[src/rtl/uart_rxto_pkg.sv]
package uart_rxto_pkg;
  // Word-length field width and characters per timeout window
  localparam int WL_W        = 2;
  localparam int NUM_CODES   = 1 << WL_W;
  localparam int CHAR_WINDOW = 4;
  // Smallest data width and framing bits (start + parity + stop)
  localparam int MIN_DATA    = 5;
  localparam int FRAME_OVH   = 3;
  localparam int MAX_LIMIT   = CHAR_WINDOW * (FRAME_OVH + MIN_DATA + NUM_CODES - 1);
  localparam int CNT_W       = $clog2(MAX_LIMIT + 1);

  // Bit periods in the timeout window for a given word-length code
  function automatic int window_bits(input int code);
    return CHAR_WINDOW * (FRAME_OVH + MIN_DATA + code);
  endfunction
endpackage

[src/rtl/uart_rxto_limit.sv]
module uart_rxto_limit
  import uart_rxto_pkg::*;
#(
  parameter int CW = CNT_W,
  parameter int LW = WL_W
) (
  input  logic [LW-1:0] word_len,
  output logic [CW-1:0] limit
);
  localparam int CODES = 1 << LW;

  logic [CW-1:0] table_q [CODES];

  for (genvar g = 0; g < CODES; g++) begin : g_code
    localparam int BITS = window_bits(g);
    assign table_q[g] = CW'(BITS);
  end

  assign limit = table_q[word_len];
endmodule

[src/rtl/uart_rxto_restart.sv]
module uart_rxto_restart (
  input  logic bit_tick,
  input  logic fifo_nonempty,
  input  logic char_push,
  input  logic fifo_pop,
  input  logic enable,
  input  logic mod_rst_n,
  output logic restart,
  output logic advance
);
  logic inactive;

  // Conditions that hold the timer at zero rather than restart it once
  assign inactive = !fifo_nonempty || !enable || !mod_rst_n;
  // Any FIFO traffic, or the timer being parked, forces a fresh count
  assign restart  = inactive || char_push || fifo_pop;
  // A tick counts only when nothing restarts in the same cycle
  assign advance  = bit_tick && !restart;
endmodule

[src/rtl/uart_rxto_count.sv]
module uart_rxto_count
  import uart_rxto_pkg::*;
#(
  parameter int CW = CNT_W
) (
  input  logic          clk,
  input  logic          rst_n,
  input  logic          restart,
  input  logic          advance,
  input  logic [CW-1:0] limit,
  output logic          expired
);
  logic [CW-1:0] cnt_q, cnt_d;
  logic          flag_q, flag_d;
  logic          below;
  logic          reach;

  assign below = cnt_q < limit;
  // The counted tick is the one that brings the count up to the limit
  assign reach = advance && ({1'b0, cnt_q} + 1'b1 >= {1'b0, limit});

  always_comb begin
    cnt_d  = cnt_q;
    flag_d = flag_q;
    if (restart) begin
      cnt_d  = '0;
      flag_d = 1'b0;
    end else begin
      if (advance && below) cnt_d = cnt_q + 1'b1;
      if (reach) flag_d = 1'b1;
    end
  end

  always_ff @(posedge clk or negedge rst_n) begin
    if (!rst_n) begin
      cnt_q  <= '0;
      flag_q <= 1'b0;
    end else begin
      cnt_q  <= cnt_d;
      flag_q <= flag_d;
    end
  end

  assign expired = flag_q;
endmodule

[src/rtl/uart_rx_idle_timeout.sv]
module uart_rx_idle_timeout
  import uart_rxto_pkg::*;
(
  input  logic            clk,
  input  logic            rst_n,
  input  logic            bit_tick,
  input  logic [WL_W-1:0] word_len,
  input  logic            fifo_nonempty,
  input  logic            char_push,
  input  logic            fifo_pop,
  input  logic            enable,
  input  logic            mod_rst_n,
  output logic            timeout_irq
);
  logic [CNT_W-1:0] limit;
  logic             restart;
  logic             advance;

  uart_rxto_limit #(.CW(CNT_W), .LW(WL_W)) u_limit (
    .word_len (word_len),
    .limit    (limit)
  );

  uart_rxto_restart u_restart (
    .bit_tick      (bit_tick),
    .fifo_nonempty (fifo_nonempty),
    .char_push     (char_push),
    .fifo_pop      (fifo_pop),
    .enable        (enable),
    .mod_rst_n     (mod_rst_n),
    .restart       (restart),
    .advance       (advance)
  );

  uart_rxto_count #(.CW(CNT_W)) u_count (
    .clk     (clk),
    .rst_n   (rst_n),
    .restart (restart),
    .advance (advance),
    .limit   (limit),
    .expired (timeout_irq)
  );
endmodule

[config.mk]
export PLATFORM = sky130hd
export DESIGN_NAME = uart_rx_idle_timeout
export DESIGN_NICKNAME = d
export VERILOG_FILES = /design/src/rtl/uart_rxto_pkg.sv /design/src/rtl/uart_rxto_limit.sv /design/src/rtl/uart_rxto_restart.sv /design/src/rtl/uart_rxto_count.sv /design/src/rtl/uart_rx_idle_timeout.sv
export SDC_FILE = /design/constraint.sdc
export NUM_CORES = 1
export LEC_CHECK = 0
export CAP_MARGIN = 20
export CORE_AREA = 2 2 39 41
export DETAILED_ROUTE_END_ITERATION = 12
export DIE_AREA = 0 0 41 43
export PLACE_DENSITY = 0.64
export SETUP_SLACK_MARGIN = 0.3
export SYNTH_ARGS = -nofsm -noshare
export SYNTH_HDL_FRONTEND = slang
export SYNTH_SLANG_ARGS = --single-unit
[constraint.sdc]
create_clock -name clk -period 1.75 [get_ports clk]
set_input_delay 0.175 -clock clk [delete_from_list [all_inputs] [get_ports clk]]
set_output_delay 0.175 -clock clk [all_outputs]
set_load 0.03 [all_outputs]
# Word level (Yosys, flattened, before mapping)
# Cells that the tools add are included.
word_totals:
  elab_cells: 28
  register_bits: 7
  out_inout_bits: 1
  n_memories: 0
  latch_bits: 0
  romBits: 0
  mem_bits_rw: 0
  in_bits: 10
classes:
  n_mux: 7
  n_reduce_logical: 13
  shifts: 0
  bitwise_logic: 1
  n_mul: 0
  div_mod_pow: 0
  magnitude_cmp: 3
  n_eq_ne: 0
  addsub: 2
ops:
  columns: ["op", "count"]
  rows:
  - ["6-bit 2-to-1 mux", 4]
  - ["6-bit binary-select mux with 2-bit select", 1]
  - ["6-bit by 1-bit adder with 7-bit output, second input constant", 1]
  - ["7-bit by 6-bit >= comparator with 1-bit output", 1]
  - ["6-bit by 1-bit adder with 6-bit output, second input constant", 1]
  - ["6-bit less-than comparator", 1]
  - ["1-bit zero test", 4]
  - ["1-bit logical OR", 4]
  - ["2-bit nonzero test", 2]
  - ["3-bit >= comparator, second input constant", 1]
  - ["1-bit logical AND", 3]
  - ["2-bit inverter with 3-bit output", 1]
  - ["1-bit 2-to-1 mux", 2]

# Logic depth before layout (Yosys ltp)
logic_depth:
  depth_word: 10
  mapped_depth: 7
  depth_no_buf: 7

# By module
# From an unflattened synthesis, not the netlist that was laid out.
unflattened:
  hier_cells: 96
  area_unflattened_um2: 867.1
modules_own_cells:
  columns: ["module", "cells_per_inst", "seq_area_each_um2", "area_each_um2", "instances"]
  rows:
  - ["uart_rxto_count", 84, 175.2, 794.5, 1]
  - ["uart_rxto_limit", 8, 0.0, 52.6, 1]
  - ["uart_rxto_restart", 4, 0.0, 20.0, 1]

# Least setup slack after synthesis
# OpenSTA, ideal clock, no wires.
synth_path:
  path_type: "reg-to-reg"
  startpoint: "register u_count.cnt_q[0]"
  endpoint: "register u_count.flag_q, in the netlist u_count.expired"
  t_arrival_ps: 1585
  synth_period_minus_slack_ps: 1725
  path_stages_with_launch: 8
  path_slack_ps: 25
  setup_time_ps: 140
  required_time_ps: 1610
  path_buffers: 0
  cell_sequence: "dfrtp_1 ha_1 xnor2_1 ha_1 nand2_1 nand2_1 a2111oi_0 a211oi_1"
synth_between:
  elab_chain_len: 4
synth_rtl:
  columns: ["element", "line", "source"]
  rows:
  - ["start: declaration", "uart_rxto_count.sv:13", "logic [CW-1:0] cnt_q, cnt_d;"]
  - ["start signal: assignment", "uart_rxto_count.sv:39", "cnt_q <= cnt_d;"]
  - ["6-bit by 1-bit adder with 7-bit output", "uart_rxto_count.sv:20", "assign reach = advance && ({1'b0, cnt_q} + 1'b1 >= {1'b0, limit});"]
  - ["7-bit by 6-bit >= comparator with 1-bit output", "uart_rxto_count.sv:20", null]
  - ["1-bit logical AND", "uart_rxto_count.sv:20", null]
  - ["2-bit nonzero test (no line)", null, null]
  - ["end signal: assignment", "uart_rxto_count.sv:40", "flag_q <= flag_d;"]
  - ["end: declaration", "uart_rxto_count.sv:14", "logic flag_q, flag_d;"]
# No other way between the ends.
# A chain may end at the register's enable or synchronous reset.

# Final worst setup path
# Ends and elaborated chain as after synthesis.

==> flow_summary_export.csv <==
group,metric,value,unit
critical_path,crit_arrival,1.75,ns
critical_path,crit_chain,"ha_2 -> xnor2_1 -> ha_1 -> nand2_1 -> nand2_2 -> a2111oi_4 -> a211oi_1",
clock_network,path_clk_slew,0.05,ns
placed_design,dp_hpwl,838.7,um
placed_design,pre_cts_ws,-0.1291,ns
synth,synth-simple-area-share,0.2049,
synth,synth_warnings,0,
synth,ys_types,25,
critical_path,path_delay_family,"adder cells",
outcome,status,"finished, final reports clean",
critical_path,path_buf_inv,0,
flow_run,cap_violations,0,
synth,ys_seq_area_frac,0.3415,
sta,clock.fmax,616.4,MHz
grt,grt_overflow,0,
critical_path,cp_max_fo,4,
routing,drc,0,
routing,wl,1104,um
synth,synth-adder-area-share,0.1220,
critical_path,crit_required,1.88,ns
synth,synth_compound_area_frac,0.2073,
critical_path,crit_slowest_cell,"dfrtp_1",
grt,grt_max_degree,12,
power,leakagePower,0.3472,nW
critical_path,max_stage_delay,0.40,ns
grt,grt_pass1_vias,473,
routing,wl_met2,518,um
layout,multiInputGateArea,371.6,um^2
sta,fin_ws,0.1276,ns
sta,fin_hold_ws,0.1837,ns
sta,setup_tns,0,ns
layout,synthToLayoutAreaGrowth,47.80,%
sta,relSlewSlack,0.7578,
sta,fin_crit_sh,0.9271,
die,dieArea,0.001763,mm^2
power,vdd_drop_max,266.5,uV
sta,setup_violations,0,
critical_path,timing_worst_setup_path_type,"reg -> reg",
die,dieWidth,41,um
placed_design,io_buffers,10,
layout,layout-drive-gt1-share,0.2338,
clock_network,h-tree-depth,1,
routing,highest_layer,"met4",
sta,drv_slew,0,
die,coreArea,0.001384,mm^2
sta,skew,0.003005,ns
routing,m1WireLength,506,um
sta,rsz0062_at_grt,"yes",
routing,via_per_inst,5.301,
synth,syn_area,513.0,um^2
routing,firstDrtPassIters,4,
clock_network,clkSinkCount,7,
routing,drt_iter0_markers,7,
critical_path,crit_path_start_kind,"flop",
die,initial_utilization,0.3707,
synth,avgSynthCellArea,9.000,um^2
layout,nNetsFinal,93,
layout,fillers,124,
synth,synthMuxAreaShare,0.06098,
routing,dr_wl_met3,36,um
routing,ant_nets,0,
synth,synthXorXnorAreaFrac,0.03415,
synth,ys_ff_latch,7,
placed_design,gp_congestion,0.7625,
layout,antennaDiodeCount,0,
synth,synth_top_family_by_area,"compound AO/OA/AOI/OAI gates",
layout,final-seq-area,175.2,um^2
routing,wire_per_inst,11.87,um
synth,syn_nets,72,
clock_network,cts_root_buf,"clkbuf_4",
die,ioPinCount,11,
clock_network,cts_made_buffers,3,
die,die_height,43,um
grt,grt_usage,0.1707,
clock_network,cts_tree,"done",
routing,vias,493,
die,rows,14,
grt,grt_pass1_wl,1952,um
critical_path,end_kind,"flop",
layout,final_cells,93,
clock_network,clock_latency,0.25,ns
clock_network,clk_path_buf_depth,2,
grt,antenna_found_initial,0,
synth,syn_inst,57,
power,power_density,471.2,mW/mm^2
sta,worstMarginPinSlew,0.3633,ns
clock_network,cts_hold_buf,0,
sta,hold_viol,0,
placed_design,placedCellCount,85,
min_path,hold_class,"in -> async",
sta,finalWorstPathRequiredPeriod,1.622,ns
-- placed cells by master, fill, tap and decap left out, types with 2 or more instances in the layout --
cell type        Yosys  final
nand2_1              9      8
clkdlybuf4s50_1      0      8
buf_4                0      8
dfrtp_1              7      7
a21oi_1              4      4
ha_1                 5      4
nand4_1              3      3
clkbuf_4             0      3
nor2_1               2      2
nand2b_1             2      2
mux2i_1              2      2
a2111o_1             2      2
o21ai_1              0      2
inv_1                2      2
dlygate4sd2_1        0      2
-- state kept, by name, summed over array words and instances, names as in the netlist --
| signal | flops |
|---|---|
| u_count.cnt_q | 6 |
| u_count.expired | 1 |
-- final timing paths --
check	startpoint	endpoint	slack, ns	cells after the start
max	u_count.cnt_q[0]	u_count.expired	0.13	7
min	rst_n	u_count.cnt_q[1]	0.18	1
max reg2reg	u_count.cnt_q[0]	u_count.expired	0.13	7
min reg2reg	u_count.expired	u_count.expired	0.58	2
max in group asynchronous	rst_n	u_count.expired	1.32	1
min in group clk	u_count.expired	u_count.expired	0.58	2
-- final cells by class --
class | count | area share
clock buffer | 4 | 0.03465
tap | 16 | 0.02640
inverter | 2 | 0.009901
timing repair buffer | 18 | 0.2079
sequential | 7 | 0.2310
multi-input combinational | 46 | 0.4901
-- per-layer routing --
layer,up-vias,GRT usage
met5,-,0
met4,0,0.1400
met3,5,0.03141
met2,13,0.2281
met1,222,0.2274
li1,253,-
-- worst reg2reg max path: cells and delay by family (launching register included) --
kind	cells	cell delay (ns)
flip-flops	1	0.40
adder cells (fa/ha/maj)	2	0.46
AND/OR/NAND/NOR	2	0.15
XOR/XNOR	1	0.12
AO/OA/AOI/OAI	2	0.36
-- cells by family (layout without fill, tap and decap cells) --
logic type,after synthesis,in the layout
muxes,3,3
xor gates and xnor gates,2,2
AOI/OAI and AO/OA,15,15
adders and majority gates,5,5
DFF,7,7
buffers and inverters,4,24
and+or+nand+nor,21,21
-- synth_stat cells, drive strengths merged --
library cell,count,area [um^2]
nand2,9,33.78
dfrtp,7,175.2
ha,5,62.56
a21oi,4,20.02
nand4,3,18.77
o21ai,3,15.01
a2111o,2,22.52
a211o,2,17.52
and3,2,12.51
inv,2,7.510
mux2i,2,20.02
nand2b,2,12.51
nor2,2,7.510
a2111oi,1,8.760
a211oi,1,7.510
a21boi,1,7.510
and4,1,8.760
buf,1,3.750
clkbuf,1,3.750
mux2,1,11.26
nand3,1,5.000
nor2b,1,6.260
o211ai,1,7.510
xnor2,1,8.760
xor2,1,8.760
-- power by group --
group | switching [mW] | internal [mW] | leakage, nW | total [mW]
registers | 0.000245 | 0.162 | 0.0978 | 0.163
logic | 0.0187 | 0.0302 | 0.234 | 0.0489
clock network | 0.0588 | 0.0870 | 0.0150 | 0.146
total | 0.0777 | 0.280 | 0.347 | 0.357
-- stage by stage --
| step | util | power (mW) | cell area, um^2 |
|---|---|---|---|
| after floorplan | - | 0.1791 | 530.5 |
| after global placement | 0.4864 | 0.2080 | 673.1 |
| after detailed placement | 0.4864 | 0.2087 | 673.1 |
| after CTS | 0.5253 | 0.3626 | 726.9 |
| after global routing | 0.5479 | 0.3801 | 758.2 |
| final | 0.5479 | 0.3573 | 758.2 |
-- what timing repair did --
| action | 4_1_cts | 5_1_grt |
|---|---|---|
| pin swaps | 3 | 2 |
| setup buffers | 4 | 0 |
| endpoints found under the setup margin | 7 | 6 |
| gates resized for setup | 3 | 4 |
Note: power is estimated with default switching activity, not from simulation.
